===== src/rtl/icd_pkg.sv =====
package icd_pkg;
  typedef enum logic [2:0] {
    SEQ_UNINIT = 3'd0,
    SEQ_W2     = 3'd1,
    SEQ_W3     = 3'd2,
    SEQ_W4     = 3'd3,
    SEQ_READY  = 3'd4
  } seq_e;

  typedef struct packed {
    logic       rot;
    logic       sel;
    logic       eoi;
    logic [2:0] lvl;
  } op_cmd_t;
endpackage


===== src/rtl/icd_init_seq.sv =====
module icd_init_seq
  import icd_pkg::*;
#(
  parameter int DW    = 8,
  parameter int LVL_W = 3,
  localparam int VB_W = DW - LVL_W
) (
  input  logic            clk_i,
  input  logic            rst_ni,
  input  logic            wr_en_i,
  input  logic            a0_i,
  input  logic [DW-1:0]   wdata_i,
  output logic            init_done_o,
  output logic            level_trig_o,
  output logic            single_o,
  output logic [VB_W-1:0] vec_base_o,
  output logic [DW-1:0]   cas_cfg_o,
  output logic [4:0]      w4_flags_o
);
  seq_e state_q;
  logic need_w4_q;
  logic start_w;

  assign start_w     = wr_en_i && !a0_i && wdata_i[4];
  assign init_done_o = (state_q == SEQ_READY);

  always_ff @(posedge clk_i or negedge rst_ni) begin
    if (!rst_ni) begin
      state_q      <= SEQ_UNINIT;
      need_w4_q    <= 1'b0;
      level_trig_o <= 1'b0;
      single_o     <= 1'b0;
      vec_base_o   <= '0;
      cas_cfg_o    <= '0;
      w4_flags_o   <= '0;
    end else if (start_w) begin
      level_trig_o <= wdata_i[3];
      single_o     <= wdata_i[1];
      need_w4_q    <= wdata_i[0];
      w4_flags_o   <= '0;
      state_q      <= SEQ_W2;
    end else if (wr_en_i && a0_i) begin
      unique case (state_q)
        SEQ_W2: begin
          vec_base_o <= wdata_i[DW-1:LVL_W];
          if (!single_o)      state_q <= SEQ_W3;
          else if (need_w4_q) state_q <= SEQ_W4;
          else                state_q <= SEQ_READY;
        end
        SEQ_W3: begin
          cas_cfg_o <= wdata_i;
          state_q   <= need_w4_q ? SEQ_W4 : SEQ_READY;
        end
        SEQ_W4: begin
          w4_flags_o <= wdata_i[4:0];
          state_q    <= SEQ_READY;
        end
        default: ;
      endcase
    end
  end
endmodule


===== src/rtl/icd_op_words.sv =====
module icd_op_words
  import icd_pkg::*;
#(
  parameter int DW = 8
) (
  input  logic          clk_i,
  input  logic          rst_ni,
  input  logic          wr_en_i,
  input  logic          a0_i,
  input  logic [DW-1:0] wdata_i,
  input  logic          init_done_i,
  output logic [DW-1:0] mask_o,
  output logic          cmd_valid_o,
  output op_cmd_t       cmd_o,
  output logic          smm_o,
  output logic          ris_o,
  output logic          poll_o
);
  logic run_wr, ctl_wr;

  assign run_wr = wr_en_i && init_done_i;
  assign ctl_wr = run_wr && !a0_i && !wdata_i[4];

  always_ff @(posedge clk_i or negedge rst_ni) begin
    if (!rst_ni) begin
      mask_o      <= '0;
      cmd_valid_o <= 1'b0;
      cmd_o       <= '0;
      smm_o       <= 1'b0;
      ris_o       <= 1'b0;
      poll_o      <= 1'b0;
    end else begin
      cmd_valid_o <= 1'b0;
      poll_o      <= 1'b0;
      if (run_wr && a0_i) mask_o <= wdata_i;
      if (ctl_wr && !wdata_i[3]) begin
        cmd_valid_o <= 1'b1;
        cmd_o       <= '{rot: wdata_i[7], sel: wdata_i[6], eoi: wdata_i[5],
                         lvl: wdata_i[2:0]};
      end
      if (ctl_wr && wdata_i[3]) begin
        if (wdata_i[6]) smm_o <= wdata_i[5];
        if (wdata_i[1]) ris_o <= wdata_i[0];
        poll_o <= wdata_i[2];
      end
    end
  end
endmodule


===== src/rtl/icd_read_mux.sv =====
module icd_read_mux #(
  parameter int DW = 8
) (
  input  logic          rd_en_i,
  input  logic          a0_i,
  input  logic          ris_i,
  input  logic [DW-1:0] irr_i,
  input  logic [DW-1:0] isr_i,
  input  logic [DW-1:0] mask_i,
  output logic [DW-1:0] rdata_o
);
  always_comb begin
    if (!rd_en_i)   rdata_o = '0;
    else if (a0_i)  rdata_o = mask_i;
    else if (ris_i) rdata_o = isr_i;
    else            rdata_o = irr_i;
  end
endmodule


===== src/rtl/icd_cmd_decoder.sv =====
module icd_cmd_decoder
  import icd_pkg::*;
#(
  parameter int DW    = 8,
  parameter int LVL_W = 3,
  localparam int VB_W = DW - LVL_W
) (
  input  logic            clk_i,
  input  logic            rst_ni,
  input  logic            cs_i,
  input  logic            wr_i,
  input  logic            rd_i,
  input  logic            a0_i,
  input  logic [DW-1:0]   wdata_i,
  input  logic [DW-1:0]   irr_i,
  input  logic [DW-1:0]   isr_i,
  output logic [DW-1:0]   rdata_o,
  output logic            init_done_o,
  output logic            level_trig_o,
  output logic            single_o,
  output logic [VB_W-1:0] vec_base_o,
  output logic [DW-1:0]   cas_cfg_o,
  output logic            sfnm_o,
  output logic            buffered_o,
  output logic            master_o,
  output logic            aeoi_o,
  output logic            cpu_mode_o,
  output logic [DW-1:0]   mask_o,
  output logic            cmd_valid_o,
  output logic            cmd_rotate_o,
  output logic            cmd_select_o,
  output logic            cmd_eoi_o,
  output logic [LVL_W-1:0] cmd_level_o,
  output logic            smm_o,
  output logic            ris_o,
  output logic            poll_o
);
  logic       wr_en, rd_en;
  logic [4:0] w4_flags;
  op_cmd_t    cmd;

  assign wr_en = cs_i && wr_i;
  assign rd_en = cs_i && rd_i;

  icd_init_seq #(.DW(DW), .LVL_W(LVL_W)) u_init (
    .clk_i, .rst_ni, .wr_en_i(wr_en), .a0_i, .wdata_i,
    .init_done_o, .level_trig_o, .single_o, .vec_base_o, .cas_cfg_o,
    .w4_flags_o(w4_flags)
  );

  assign {sfnm_o, buffered_o, master_o, aeoi_o, cpu_mode_o} = w4_flags;

  icd_op_words #(.DW(DW)) u_ops (
    .clk_i, .rst_ni, .wr_en_i(wr_en), .a0_i, .wdata_i,
    .init_done_i(init_done_o), .mask_o, .cmd_valid_o, .cmd_o(cmd),
    .smm_o, .ris_o, .poll_o
  );

  assign cmd_rotate_o = cmd.rot;
  assign cmd_select_o = cmd.sel;
  assign cmd_eoi_o    = cmd.eoi;
  assign cmd_level_o  = cmd.lvl;

  icd_read_mux #(.DW(DW)) u_rd (
    .rd_en_i(rd_en), .a0_i, .ris_i(ris_o), .irr_i, .isr_i,
    .mask_i(mask_o), .rdata_o
  );
endmodule


===== config.mk =====
export PLATFORM = sky130hd
export DESIGN_NAME = icd_cmd_decoder
export DESIGN_NICKNAME = d
export VERILOG_FILES = /design/src/rtl/icd_pkg.sv /design/src/rtl/icd_init_seq.sv /design/src/rtl/icd_op_words.sv /design/src/rtl/icd_read_mux.sv /design/src/rtl/icd_cmd_decoder.sv
export SDC_FILE = /design/constraint.sdc
export NUM_CORES = 1
export LEC_CHECK = 0
export BUFFER_PORTS_ARGS = -buffer_cell sky130_fd_sc_hd__buf_2
export CELL_PAD_IN_SITES_DETAIL_PLACEMENT = 1
export CELL_PAD_IN_SITES_GLOBAL_PLACEMENT = 1
export CORE_MARGIN = 2
export CORE_UTILIZATION = 38
export DETAILED_ROUTE_END_ITERATION = 8
export PLACE_DENSITY_LB_ADDON = 0.1
export SLEW_MARGIN = 0
export SYNTH_ARGS = -nofsm -noshare
export SYNTH_HDL_FRONTEND = slang
export SYNTH_HIERARCHICAL = 1
export SYNTH_SLANG_ARGS = --single-unit

===== constraint.sdc =====
create_clock -name clk_i -period 2.09 [get_ports clk_i]
set_input_delay 0.209 -clock clk_i [delete_from_list [all_inputs] [get_ports clk_i]]
set_output_delay 0.209 -clock clk_i [all_outputs]
set_load 0.005 [all_outputs]

# Yosys cells after proc, flatten, opt, wreduce, memory -nomap -nowiden
# Index checks and enable logic that the tools add are counted.
[totals]
reg_bits = 42
input_bits = 30
out_inout_bits = 47
[op_classes]
eq_ne = 4
bitwise_logic = 1
n_mux = 13
n_reduce_logical = 23
[op_table]
columns = ["operator", "n"]
rows = [
  ["8-bit 2-to-1 mux", 3],
  ["5-bit 2-to-1 mux", 3],
  ["3-bit 2-to-1 mux", 4],
  ["1-bit logical AND", 11],
  ["3-bit one-hot mux with 3 select lines", 1],
  ["2-bit AND reduction", 4],
  ["3-bit by 2-bit equality test with 1-bit output, second input constant", 2],
  ["3-bit AND reduction", 2],
  ["2-bit nonzero test", 2],
  ["4-bit nonzero test", 1],
  ["3-bit by 1-bit equality test with 1-bit output, second input constant", 1],
  ["3-bit equality test, second input constant", 1],
  ["1-bit logical NOT", 3],
  ["1-bit 2-to-1 mux", 2],
  ["1-bit inverter", 1],
]

# Longest topological paths before layout
# Gate-level depths: netlist of the first run.
[logic_depth]
ltp_word = 6
mapped_depth = 6

# Modules after synthesis
# The synthesis of the first run kept the hierarchy.
[by_module_without_submodules]
columns = ["module", "instances", "cells_each", "seq_area_each_um2", "area_per_inst_um2"]
rows = [
  ["icd_init_seq", 1, 85, 600.6, 1046.0],
  ["icd_op_words", 1, 41, 450.4, 713.2],
  ["icd_read_mux", 1, 27, 0.0, 280.3],
  ["icd_cmd_decoder", 1, 2, 0.0, 12.5],
]

# Least setup slack after synthesis of the first run
# OpenSTA, ideal clock, no wires.
[synth_path]
kind = "flip-flop to flip-flop"
from = "reg u_init.state_q[1]"
to = "reg u_ops/cmd_o[0] in the netlist's numbering"
synth_period_minus_slack_ns = 1.645
setup_ns = 0.125
t_arrival_ns = 1.520
path_stages_with_launch = 7
n_path_buf = 1
slack_ns = 0.445
required_ns = 1.965
path_cell_list = "dfrtp_1 -> nor2_1 -> and2_1 -> and4bb_1 -> nor2b_4 -> buf_6 -> mux2_4"
[synth_between]
elab_chain_len = 5
[synth_lines]
columns = ["element", "line_no", "rtl"]
rows = [
  ["from (decl)", "icd_init_seq.sv:20", "seq_e state_q;"],
  ["from (signal assigned)", "icd_init_seq.sv:52", "state_q <= need_w4_q ? SEQ_W4 : SEQ_READY;"],
  ["3-bit equality test", "icd_init_seq.sv:25", "assign init_done_o = (state_q == SEQ_READY);"],
  ["net init_done_o", "icd_cmd_decoder.sv:18", "output logic init_done_o,"],
  ["1-bit logical AND", "icd_op_words.sv:21", "assign run_wr = wr_en_i && init_done_i;"],
  ["1-bit logical AND (2 in a row)", "icd_op_words.sv:22", "assign ctl_wr = run_wr && !a0_i && !wdata_i[4];"],
  ["1-bit logical AND", "icd_op_words.sv:36", "if (ctl_wr && !wdata_i[3]) begin"],
  ["to (signal assigned)", "icd_op_words.sv:38", "cmd_o <= '{rot: wdata_i[7], sel: wdata_i[6], eoi: wdata_i[5],"],
  ["to (decl)", "icd_op_words.sv:14", "output op_cmd_t cmd_o,"],
]
# The timed path passes the listed nets, and every way through them passes these cells.
# A chain may end at the register's enable or synchronous reset.

# Worst setup path in the final report of the first run
[layout_path]
from = "reg u_ops.ris_o"
to = "out rdata_o[4]"
[layout_between]
elab_chain_len = 3
[layout_lines]
columns = ["element", "line_no", "rtl"]
rows = [
  ["from (decl)", "icd_op_words.sv:16", "output logic ris_o,"],
  ["from (signal assigned)", "icd_op_words.sv:43", "if (wdata_i[1]) ris_o <= wdata_i[0];"],
  ["8-bit 2-to-1 mux", "icd_read_mux.sv:15", "else if (ris_i) rdata_o = isr_i;"],
  ["8-bit 2-to-1 mux", "icd_read_mux.sv:14", "else if (a0_i) rdata_o = mask_i;"],
  ["8-bit 2-to-1 mux", "icd_read_mux.sv:13", "if (!rd_en_i) rdata_o = '0;"],
  ["to (decl)", "icd_cmd_decoder.sv:17", "output logic [DW-1:0] rdata_o,"],
]
# Every way passes these cells.

==> summary.md, run 1 <==
| Metric | Value |
|---|---|
| Status | `completed` |
| CP cell instances | `mux2_4, o211a_1, buf_2` |
| Grt total ovfl | `0` |
| Worst path slowest cell | `dfrtp_1` |
| Critical path's largest stage delay | `660 ps` |
| Core Footprint | `5170 µm²` |
| Die Wd | `77.5 µm` |
| Vias in the first global route | `1,601` |
| WHS | `48.8 ps` |
| Yosys top cell area share | `0.512` |
| Cell variety after synth | `30` |
| Iteration-0 DRC Markers | `34` |
| Async set-or-reset flop fraction in the synthesized netlist | `1.00` |
| Ys flop type | `dfrtp_1` |
| Synth-to-layout area growth | `25.7%` |
| Vias per cell | `4.97` |
| Clock skew | `4.42 ps` |
| Pins Over Slew Limit | `0` |
| Synth Warn # | `6` |
| Post-CTS setup repair buffer count | `0` |
| Register area share after synthesis | `0.512` |
| Final setup fails | `0` |
| Cts hold-fix bufs | `0` |
| Worst min path class | `input port to async pin` |
| Via Count | `1,510` |
| Fin. Hold Viols | `0` |
| DIE AREA | `6000 µm²` |
| Reg clk slew, reported paths | `80 ps` |
| Row cnt | `26` |
| Inserted Clock Buffers | `5` |
| Seq cells post-synth | `42` |
| Final ANT Viol Nets | `0` |
| Port bufs | `76` |
| CTS tree | `done` |
| Clk sink count | `42` |
| RSZ-0062 raised after global routing | `no` |
| Final GP Congestion | `0.841` |
| Pleak | `1.43 nW` |
| Crit path DAT | `1630 ps` |
| Syn avg cell area | `13.2 µm²` |
| CP endpoint kind | `output pin` |
| Cell area after synthesis | `2050 µm²` |
| Most frequent cell after synthesis | `dfrtp_1` |
| Setup TNS | `0 ps` |
| Nets@finish | `263` |
| H-tree levels | `2` |
| Reg-to-Reg Start | `u_init/state_q[1]` |
| Syn Inst Count | `155` |
| Diode count | `0` |
| Dpl hpwl | `3870 µm` |
| Share of cells above drive strength 1 | `0.551` |
| Drt first pass iters | `4` |
| Max-cap violations | `0` |
| Clk root buf | `clkbuf_8` |
| Starting Density | `0.397` |
| Startpoint Class | `register` |
| Max VDD drop | `0.000612 V` |
| Synth Net Count | `185` |
| Largest net degree at the start of global routing | `43` |
| WL final | `5060 µm` |
| PD cells | `1050 nW/µm²` |
| Total chip power | `2.70 mW` |
| Worst Path Max Fanout | `10` |
| Slew @ Worst Pin | `915 ps` |
| Data required time of the worst path | `1880 ps` |
| Crit path time final | `1840 ps` |
| Relative slew margins | `0.390` |
| # fillers | `573` |
| Total track usage | `0.181` |
| WL per Instance | `16.6 µm` |
| Critical Path Source | `u_ops/ris_o` |
| Die Ht | `77.5 µm` |
| DRC | `0` |
| Max Clock Freq | `544 MHz` |
| First-pass GRT wire length | `8530 µm` |
| Core Util, Final | `0.499` |
| Initial antenna violation count | `0` |
| Post-synth top area cell | `dfrtp_1` |
| Boundary pin count | `77` |
| Leading post-synthesis cells by cell area | `dfrtp_1 (51%), mux2_2 (13%), mux2_4 (10%), o211a_1 (3.9%), or2b_1 (2.9%)` |
| Post-synth EDFFs | `0` |
| Final period utilization | `0.879` |
| Clock Path Buffers | `2` |
| Clk_lat worst skew | `290 ps` |
| Synth top cells by count | `dfrtp_1 (42), mux2_2 (23), mux2_4 (14)` |
| Post_cts resized | `0` |
| Worst Path Class, Setup | `register to output pin` |
[worst paths after layout]
check	slack, ps	endpoint	cells after the start
min in group clk_i	210	u_ops/cmd_o[5]	2
max reg2reg	290	u_ops/cmd_o[2]	5
min	50	u_init/cas_cfg_o[6]	1
max in group asynchronous	1470	u_ops/ris_o	1
max	250	rdata_o[4]	3
min reg2reg	490	u_init/level_trig_o	2
[through the flow]
stage	cell area [µm²]	instances	worst slack, ps
floorplan	2050	155	445
CTS	2580	304	226
global placement	2490	296	366
detailed placement	2490	296	279
global route	2580	304	159
finish	2580	304	253
[layer usage]
| layer | routed length (µm) | global-route usage |
|---|---|---|
| met5 | 0 | 0 |
| met1 | 2350 | 0.242 |
| met3 | 271 | 0.0442 |
| met4 | 23 | 0.0482 |
| met2 | 2410 | 0.293 |
[report_power, final]
group / internal (mW) / switching, mW
registers: 1.09 / 0.213
logic: 0.517 / 0.355
clock network: 0.267 / 0.263
total: 1.87 / 0.831
[cells in the final DEF, fill, tap and decap left out, types with 2 or more instances in the layout]
| cell type | Yosys | layout |
|---|---|---|
| buf_2 | 1 | 76 |
| dfrtp_1 | 42 | 42 |
| mux2_2 | 23 | 23 |
| mux2_4 | 14 | 14 |
| nand2_1 | 11 | 11 |
| nand3_1 | 8 | 8 |
| or2b_1 | 8 | 8 |
| o211a_1 | 8 | 8 |
| clkbuf_8 | 0 | 6 |
| and2_1 | 5 | 5 |
| o21ai_0 | 4 | 4 |
| a21oi_1 | 4 | 4 |
| nor2_1 | 3 | 3 |
| o211ai_1 | 3 | 3 |
| nand3b_1 | 2 | 2 |
| o31ai_1 | 2 | 2 |
[worst max-delay path, delay by kind of cell, from the launching register on]
kind / cells / cell delay (ps)
compound gates: 1 / 210
buf+inv: 1 / 120
flops: 1 / 660
mux: 1 / 350
[flip-flops by register name, summed over array words and instances (netlist names)]
signal and count:
u_ops/cmd_o 6, u_ops/mask_o 8, u_ops/ris_o 1, u_init/level_trig_o 1, u_ops/poll_o 1, u_init/need_w4_q 1, u_init/cas_cfg_o 8, u_ops/smm_o 1
u_init/w4_flags_o 5, u_init/vec_base_o 5, u_ops/cmd_valid_o 1, u_init/single_o 1, u_init/state_q 3
[cell type report]
| type | count | area [µm²] | area share |
|---|---|---|---|
| clock buffers | 7 | 86.3 | 0.0335 |
| clock inverters | 1 | 5.00 | 0.00194 |
| multi-input cells | 107 | 962 | 0.373 |
| flip-flops and latches | 42 | 1050 | 0.407 |
| well taps | 70 | 87.6 | 0.0339 |
| repair buffers | 77 | 388 | 0.150 |
[kinds of logic (layout without fill, tap and decap cells)]
| kind of cell | after synthesis | after routing | share of synthesized area |
|---|---|---|---|
| AO/OA/AOI/OAI | 22 | 22 | 0.0817 |
| flip-flops | 42 | 42 | 0.512 |
| multiplexers | 38 | 38 | 0.234 |
| AND/OR/NAND/NOR | 47 | 47 | 0.154 |
| buffers and inverters | 6 | 85 | 0.0189 |
Power figures use the tool's default switching activity.
==> run 2: changes to the inputs <==
--- a/config.mk
+++ b/config.mk
@@ -11,6 +11,7 @@
 export CORE_MARGIN = 2
 export CORE_UTILIZATION = 38
 export DETAILED_ROUTE_END_ITERATION = 8
+export MAX_ROUTING_LAYER = met4
 export PLACE_DENSITY_LB_ADDON = 0.1
 export SLEW_MARGIN = 0
 export SYNTH_ARGS = -nofsm -noshare
==> summary.md, run 2 (same netlist as run 1, synthesis figures left out) <==
| Metric | Value |
|---|---|
| Post_cts resized | `0` |
| Max-cap violations | `0` |
| Iteration-0 DRC Markers | `48` |
| Critical Path Source | `u_ops/ris_o` |
| Crit path time final | `1840 ps` |
| Top delay family on crit path | `flip-flops` |
| Post-CTS setup repair buffer count | `0` |
| H-tree levels | `2` |
| Worst R2R Setup Slack | `290 ps` |
| Cts hold-fix bufs | `0` |
| WL per Instance | `16.8 µm` |
| Vias per cell | `4.97` |
| Relative slew margins | `0.388` |
| CP cell instances | `mux2_4, o211a_1, buf_2` |
| WL final | `5100 µm` |
| # fillers | `573` |
| Synth-to-layout area growth | `25.7%` |
| Worst Path Max Fanout | `10` |
| Die Ht | `77.5 µm` |
| Clock Path Buffers | `2` |
| Crit path DAT | `1630 ps` |
| Largest net degree at the start of global routing | `43` |
| Grt total ovfl | `0` |
| Nets@finish | `263` |
| Row cnt | `26` |
| Final GP Congestion | `0.854` |
| Max Clock Freq | `544 MHz` |
| Initial antenna violation count | `0` |
| Worst Path Class, Setup | `register to output pin` |
| Pins Over Slew Limit | `0` |
| Placed instance area | `2490 µm²` |
| Die Wd | `77.5 µm` |
| Pleak | `1.43 nW` |
| Drt first pass iters | `4` |
| Data required time of the worst path | `1880 ps` |
| Final ANT Viol Nets | `0` |
| Boundary pin count | `77` |
| Clk sink count | `42` |
| Largest registers | `u_init/cas_cfg_o x8, u_ops/mask_o x8, u_ops/cmd_o x6` |
| DRC | `0` |
| Fin. Hold Viols | `0` |
| Inserted Clock Buffers | `5` |
| Port bufs | `76` |
| R2R depth | `5` |
| Dpl hpwl | `3870 µm` |
| Commonest non-fill, non-tap cell in the layout | `buf_2` |
| Reg clk slew, reported paths | `80 ps` |
| CP endpoint kind | `output pin` |
| First-pass GRT wire length | `8530 µm` |
| CTS tree | `done` |
| Clock skew | `4.39 ps` |
| Diode count | `0` |
| Reg-to-Reg Start | `u_init/state_q[1]` |
| Setup TNS | `0 ps` |
| Max VDD drop | `0.000612 V` |
| Vias in the first global route | `1,602` |
| Share of cells above drive strength 1 | `0.551` |
| Critical path's largest stage delay | `660 ps` |
| Most frequent cells in the layout | `buf_2 (76), dfrtp_1 (42), mux2_2 (23)` |
| Final period utilization | `0.879` |
| Core Footprint | `5170 µm²` |
| Worst path slowest cell | `dfrtp_1` |
| RSZ-0062 raised after global routing | `no` |
| Worst R2R End | `u_ops/cmd_o[3]` |
| Startpoint Class | `register` |
| Core Util, Final | `0.499` |
| Clk_lat worst skew | `290 ps` |
| Total track usage | `0.186` |
| Starting Density | `0.397` |
| PD cells | `1050 nW/µm²` |
| WP buf/inv | `1` |
| Via Count | `1,512` |
| Slew @ Worst Pin | `918 ps` |
| Status | `completed` |
| Final setup fails | `0` |
| Clk root buf | `clkbuf_8` |
| Final Cell Area | `2580 µm²` |
| Worst min path class | `input port to async pin` |
| DIE AREA | `6000 µm²` |
[run 2: cell type report]
class	instances	area, µm²	area share
sequential	42	1050	0.407
multi-input combinational	107	962	0.373
timing repair buffer	77	388	0.150
tap	70	87.6	0.0339
clock buffer	7	86.3	0.0335
clock inverter	1	5.00	0.00194
[run 2: how the worst max path moves through the flow]
stage	slack, ps	endpoint	depth (start not counted)
CTS	230	rdata_o[4]	3
global route	150	rdata_o[4]	3
global placement	370	u_ops/cmd_o[0]	5
detailed placement	280	u_init/vec_base_o[4]	5
floorplan	440	u_ops/cmd_o[0]	6
finish	250	rdata_o[4]	3
[run 2: layer usage]
layer | wire length, µm | vias up | track usage
li1 | - | 715 | -
met1 | 2390 | 740 | 0.247
met2 | 2410 | 55 | 0.291
met3 | 268 | 2 | 0.0419
met4 | 23 | 0 | 0.0482
met5 | 0 | - | -
[run 2: power by group]
part,internal (mW),leakage [nW],switching [mW]
Combinational,0.517,0.833,0.356
Sequential,1.09,0.553,0.213
Clock,0.267,0.0482,0.262
Total,1.87,1.43,0.832
[run 2: through the flow]
stage	power [mW]	worst slack, ps	hold slack [ps]	instances
after global placement	2.15	366	373	296
after global routing	2.91	154	108	304
final	2.71	253	49.8	304
after CTS	2.75	226	80.9	304
after detailed placement	2.21	279	409	296
after floorplan	1.77	445	-86.6	155
==> run 3: changes to the inputs <==
--- a/config.mk
+++ b/config.mk
@@ -5,11 +5,12 @@
 export SDC_FILE = /design/constraint.sdc
 export NUM_CORES = 1
 export LEC_CHECK = 0
+export ABC_AREA = 1
 export BUFFER_PORTS_ARGS = -buffer_cell sky130_fd_sc_hd__buf_2
 export CELL_PAD_IN_SITES_DETAIL_PLACEMENT = 1
 export CELL_PAD_IN_SITES_GLOBAL_PLACEMENT = 1
 export CORE_MARGIN = 2
-export CORE_UTILIZATION = 38
+export CORE_UTILIZATION = 35
 export DETAILED_ROUTE_END_ITERATION = 8
 export MAX_ROUTING_LAYER = met4
 export PLACE_DENSITY_LB_ADDON = 0.1
==> summary.md, run 3 <==
| Metric | Value |
|---|---|
| PD cells | `1020 nW/µm²` |
| Setup ws final | `408 ps` |
| Final setup fails | `0` |
| Total track usage | `0.182` |
| Clk root buf | `clkbuf_8` |
| Dpl hpwl | `4350 µm` |
| CP endpoint kind | `output pin` |
| Via Count | `1,864` |
| Pins Over Slew Limit | `0` |
| Setup TNS | `0 ps` |
| Post-synth EDFFs | `0` |
| Synth Net Count | `282` |
| Crit path time final | `1680 ps` |
| Vias in the first global route | `1,826` |
| Post-CTS setup repair buffer count | `0` |
| Grt total ovfl | `0` |
| Worst R2R End | `u_ops/mask_o[0]` |
| Largest net degree at the start of global routing | `24` |
| Most frequent cells in the layout | `buf_2 (76), nand2_1 (70), dfrtp_1 (42)` |
| Comb power frac | `0.334` |
| R2R depth | `7` |
| Fin. Hold Viols | `0` |
| Clk_lat worst skew | `290 ps` |
| Placement Setup Slack | `456 ps` |
| Max-cap violations | `0` |
| Die Wd | `82.1 µm` |
| Sw Share | `0.350` |
| Met1 Resource Use GR | `0.253` |
| Register area share after synthesis | `0.492` |
| Crit path DAT | `1470 ps` |
| Vias per cell | `4.60` |
| Syn avg cell area | `8.48 µm²` |
| Cell variety after synth | `20` |
| WHS | `187 ps` |
| Grt peak-use layer | `met2` |
| Worst path slowest cell | `dfrtp_1` |
| Critical Path Source | `u_ops/ris_o` |
| DRC | `0` |
| Area occupied by multi-input gates | `872 µm²` |
| CP cell instances | `nand2_1, nand2_1, nor2_1, nor2_1, buf_2` |
| Worst min path class | `input port to register` |
| Share of cells above drive strength 1 | `0.382` |
| Worst R2R Setup Slack | `450 ps` |
| Drt first pass iters | `5` |
| Max VDD drop | `0.000601 V` |
| Starting Density | `0.361` |
| H-tree levels | `2` |
| Clock skew | `7.38 ps` |
| Cell area after synthesis | `2140 µm²` |
| Clock power frac | `0.199` |
| Nets@finish | `359` |
| Largest registers | `u_init/cas_cfg_o x8, u_ops/mask_o x8, u_ops/cmd_o x6` |
| Reg power frac | `0.467` |
| Post-Synth Adder-Cell Area | `0` |
| Clock Path Buffers | `2` |
| Clk sink count | `42` |
| Worst Path Max Fanout | `18` |
| WL final | `5610 µm` |
| Core Util, Final | `0.448` |
| Slew @ Worst Pin | `593 ps` |
| DIE AREA | `6740 µm²` |
| Async set-or-reset flop fraction in the synthesized netlist | `1.00` |
| Startpoint Class | `register` |
| Final period utilization | `0.805` |
| Diode count | `0` |
| Final ANT Viol Nets | `0` |
| Reg clk slew, reported paths | `80 ps` |
| Ys flop type | `dfrtp_1` |
| Core Footprint | `5920 µm²` |
| Die Ht | `82.1 µm` |
| Boundary pin count | `77` |
| First-pass GRT wire length | `8980 µm` |
| Row cnt | `28` |
| WL per Instance | `13.8 µm` |
| # fillers | `747` |
| Synth Warn # | `6` |
| Internal power | `1.76 mW` |
| Register Area | `1050 µm²` |
| Synth-to-layout area growth | `24.3%` |
| Crit path to | `rdata_o[0]` |
| Post-synth top area cell | `dfrtp_1` |
| Reg-to-Reg Start | `u_init/state_q[2]` |
| Critical path's largest stage delay | `720 ps` |
| Yosys top cell area share | `0.492` |
| Synth Area in XOR/XNOR | `0` |
| Initial antenna violation count | `0` |
| Max Clock Freq | `595 MHz` |
| Syn Inst Count | `252` |
| Cts hold-fix bufs | `1` |
| Synth top cells by count | `nand2_1 (70), dfrtp_1 (42), inv_1 (31)` |
| RSZ-0062 raised after global routing | `no` |
| Port bufs | `76` |
| Inserted Clock Buffers | `5` |
| Worst Path Class, Setup | `register to output pin` |
| Commonest non-fill, non-tap cell in the layout | `buf_2` |
| M2 GR Usage | `0.268` |
| Pleak | `1.52 nW` |
| CTS tree | `done` |
| Net Switching | `0.947 mW` |
| Simple-Gate Fraction of Synth Area | `0.255` |
| Iteration-0 DRC Markers | `66` |
| Final GP Congestion | `0.811` |
| Seq cells post-synth | `42` |
| Leading post-synthesis cells by cell area | `dfrtp_1 (49%), nand2_1 (12%), o21ai_2 (11%), inv_1 (5.4%), nor2_1 (4.6%)` |
| Synth Area in Compound Gates | `0.153` |
| Largest family of logic cells by synthesized area | `simple AND/OR/NAND/NOR gates` |
| Mux share of post-synthesis cell area | `0` |
| Status | `completed` |
| Met3 Use GR | `0.0391` |
| Relative slew margins | `0.604` |
| Most frequent cell after synthesis | `nand2_1` |
| Post_cts resized | `0` |
| Data required time of the worst path | `1880 ps` |
[run 3: how the worst min path moves through the flow]
stage | start | slack [ps] | cells after the start | end
final | wdata_i[5] | 190 | 3 | u_ops/smm_o
after global routing | wdata_i[2] | 200 | 3 | u_init/cas_cfg_o[2]
after CTS | wdata_i[5] | 180 | 3 | u_ops/smm_o
after detailed placement | rst_ni | 230 | 1 | u_init/single_o
after global placement | rst_ni | 230 | 1 | u_init/need_w4_q
after floorplan | rst_ni | -90 | 0 | u_init/cas_cfg_o[0]
[run 3: worst max-delay path: cells and delay by family, from the launching register on]
kind          cells  cell delay (ps)
flops             1              720
buf+inv           1              120
simple gates      4              340
[run 3: logic make-up (layout without fill, tap and decap cells)]
kind of cell | after synthesis | in the layout
AOI/OAI and AO/OA | 45 | 45
and+or+nand+nor | 121 | 121
buffers and inverters | 44 | 122
DFF | 42 | 42
[run 3: through the flow]
| step | instance area [µm²] | std cells | total power, mW |
|---|---|---|---|
| 3_5_place_dp | 2550 | 396 | 2.20 |
| 6_report | 2650 | 405 | 2.70 |
| 3_3_place_gp | 2550 | 396 | 2.16 |
| 5_1_grt | 2650 | 405 | 2.92 |
| 4_1_cts | 2650 | 405 | 2.75 |
| 2_1_floorplan | 2140 | 252 | 1.78 |
[run 3: final cells by class]
class,instances,share of cell area
sequential,42,0.396
multi-input combinational,166,0.329
timing repair buffer,78,0.155
inverter,36,0.0509
tap,75,0.0354
clock buffer,7,0.0325
clock inverter,1,0.00189
[run 3: power groups by stage]
stage | sequential [mW] | clock [mW] | combinational (mW)
after floorplan | 1.27 | 0 | 0.507
after global placement | 1.27 | 0 | 0.886
after detailed placement | 1.28 | 0 | 0.919
after CTS | 1.27 | 0.560 | 0.925
after global routing | 1.30 | 0.588 | 1.03
final | 1.26 | 0.537 | 0.905
[run 3: metal layers]
layer / vias to the layer above / part of all wire
li1: 942 / -
met3: 6 / 0.063
met1: 858 / 0.50
met2: 58 / 0.42
met5: - / 0
met4: 0 / 0.012
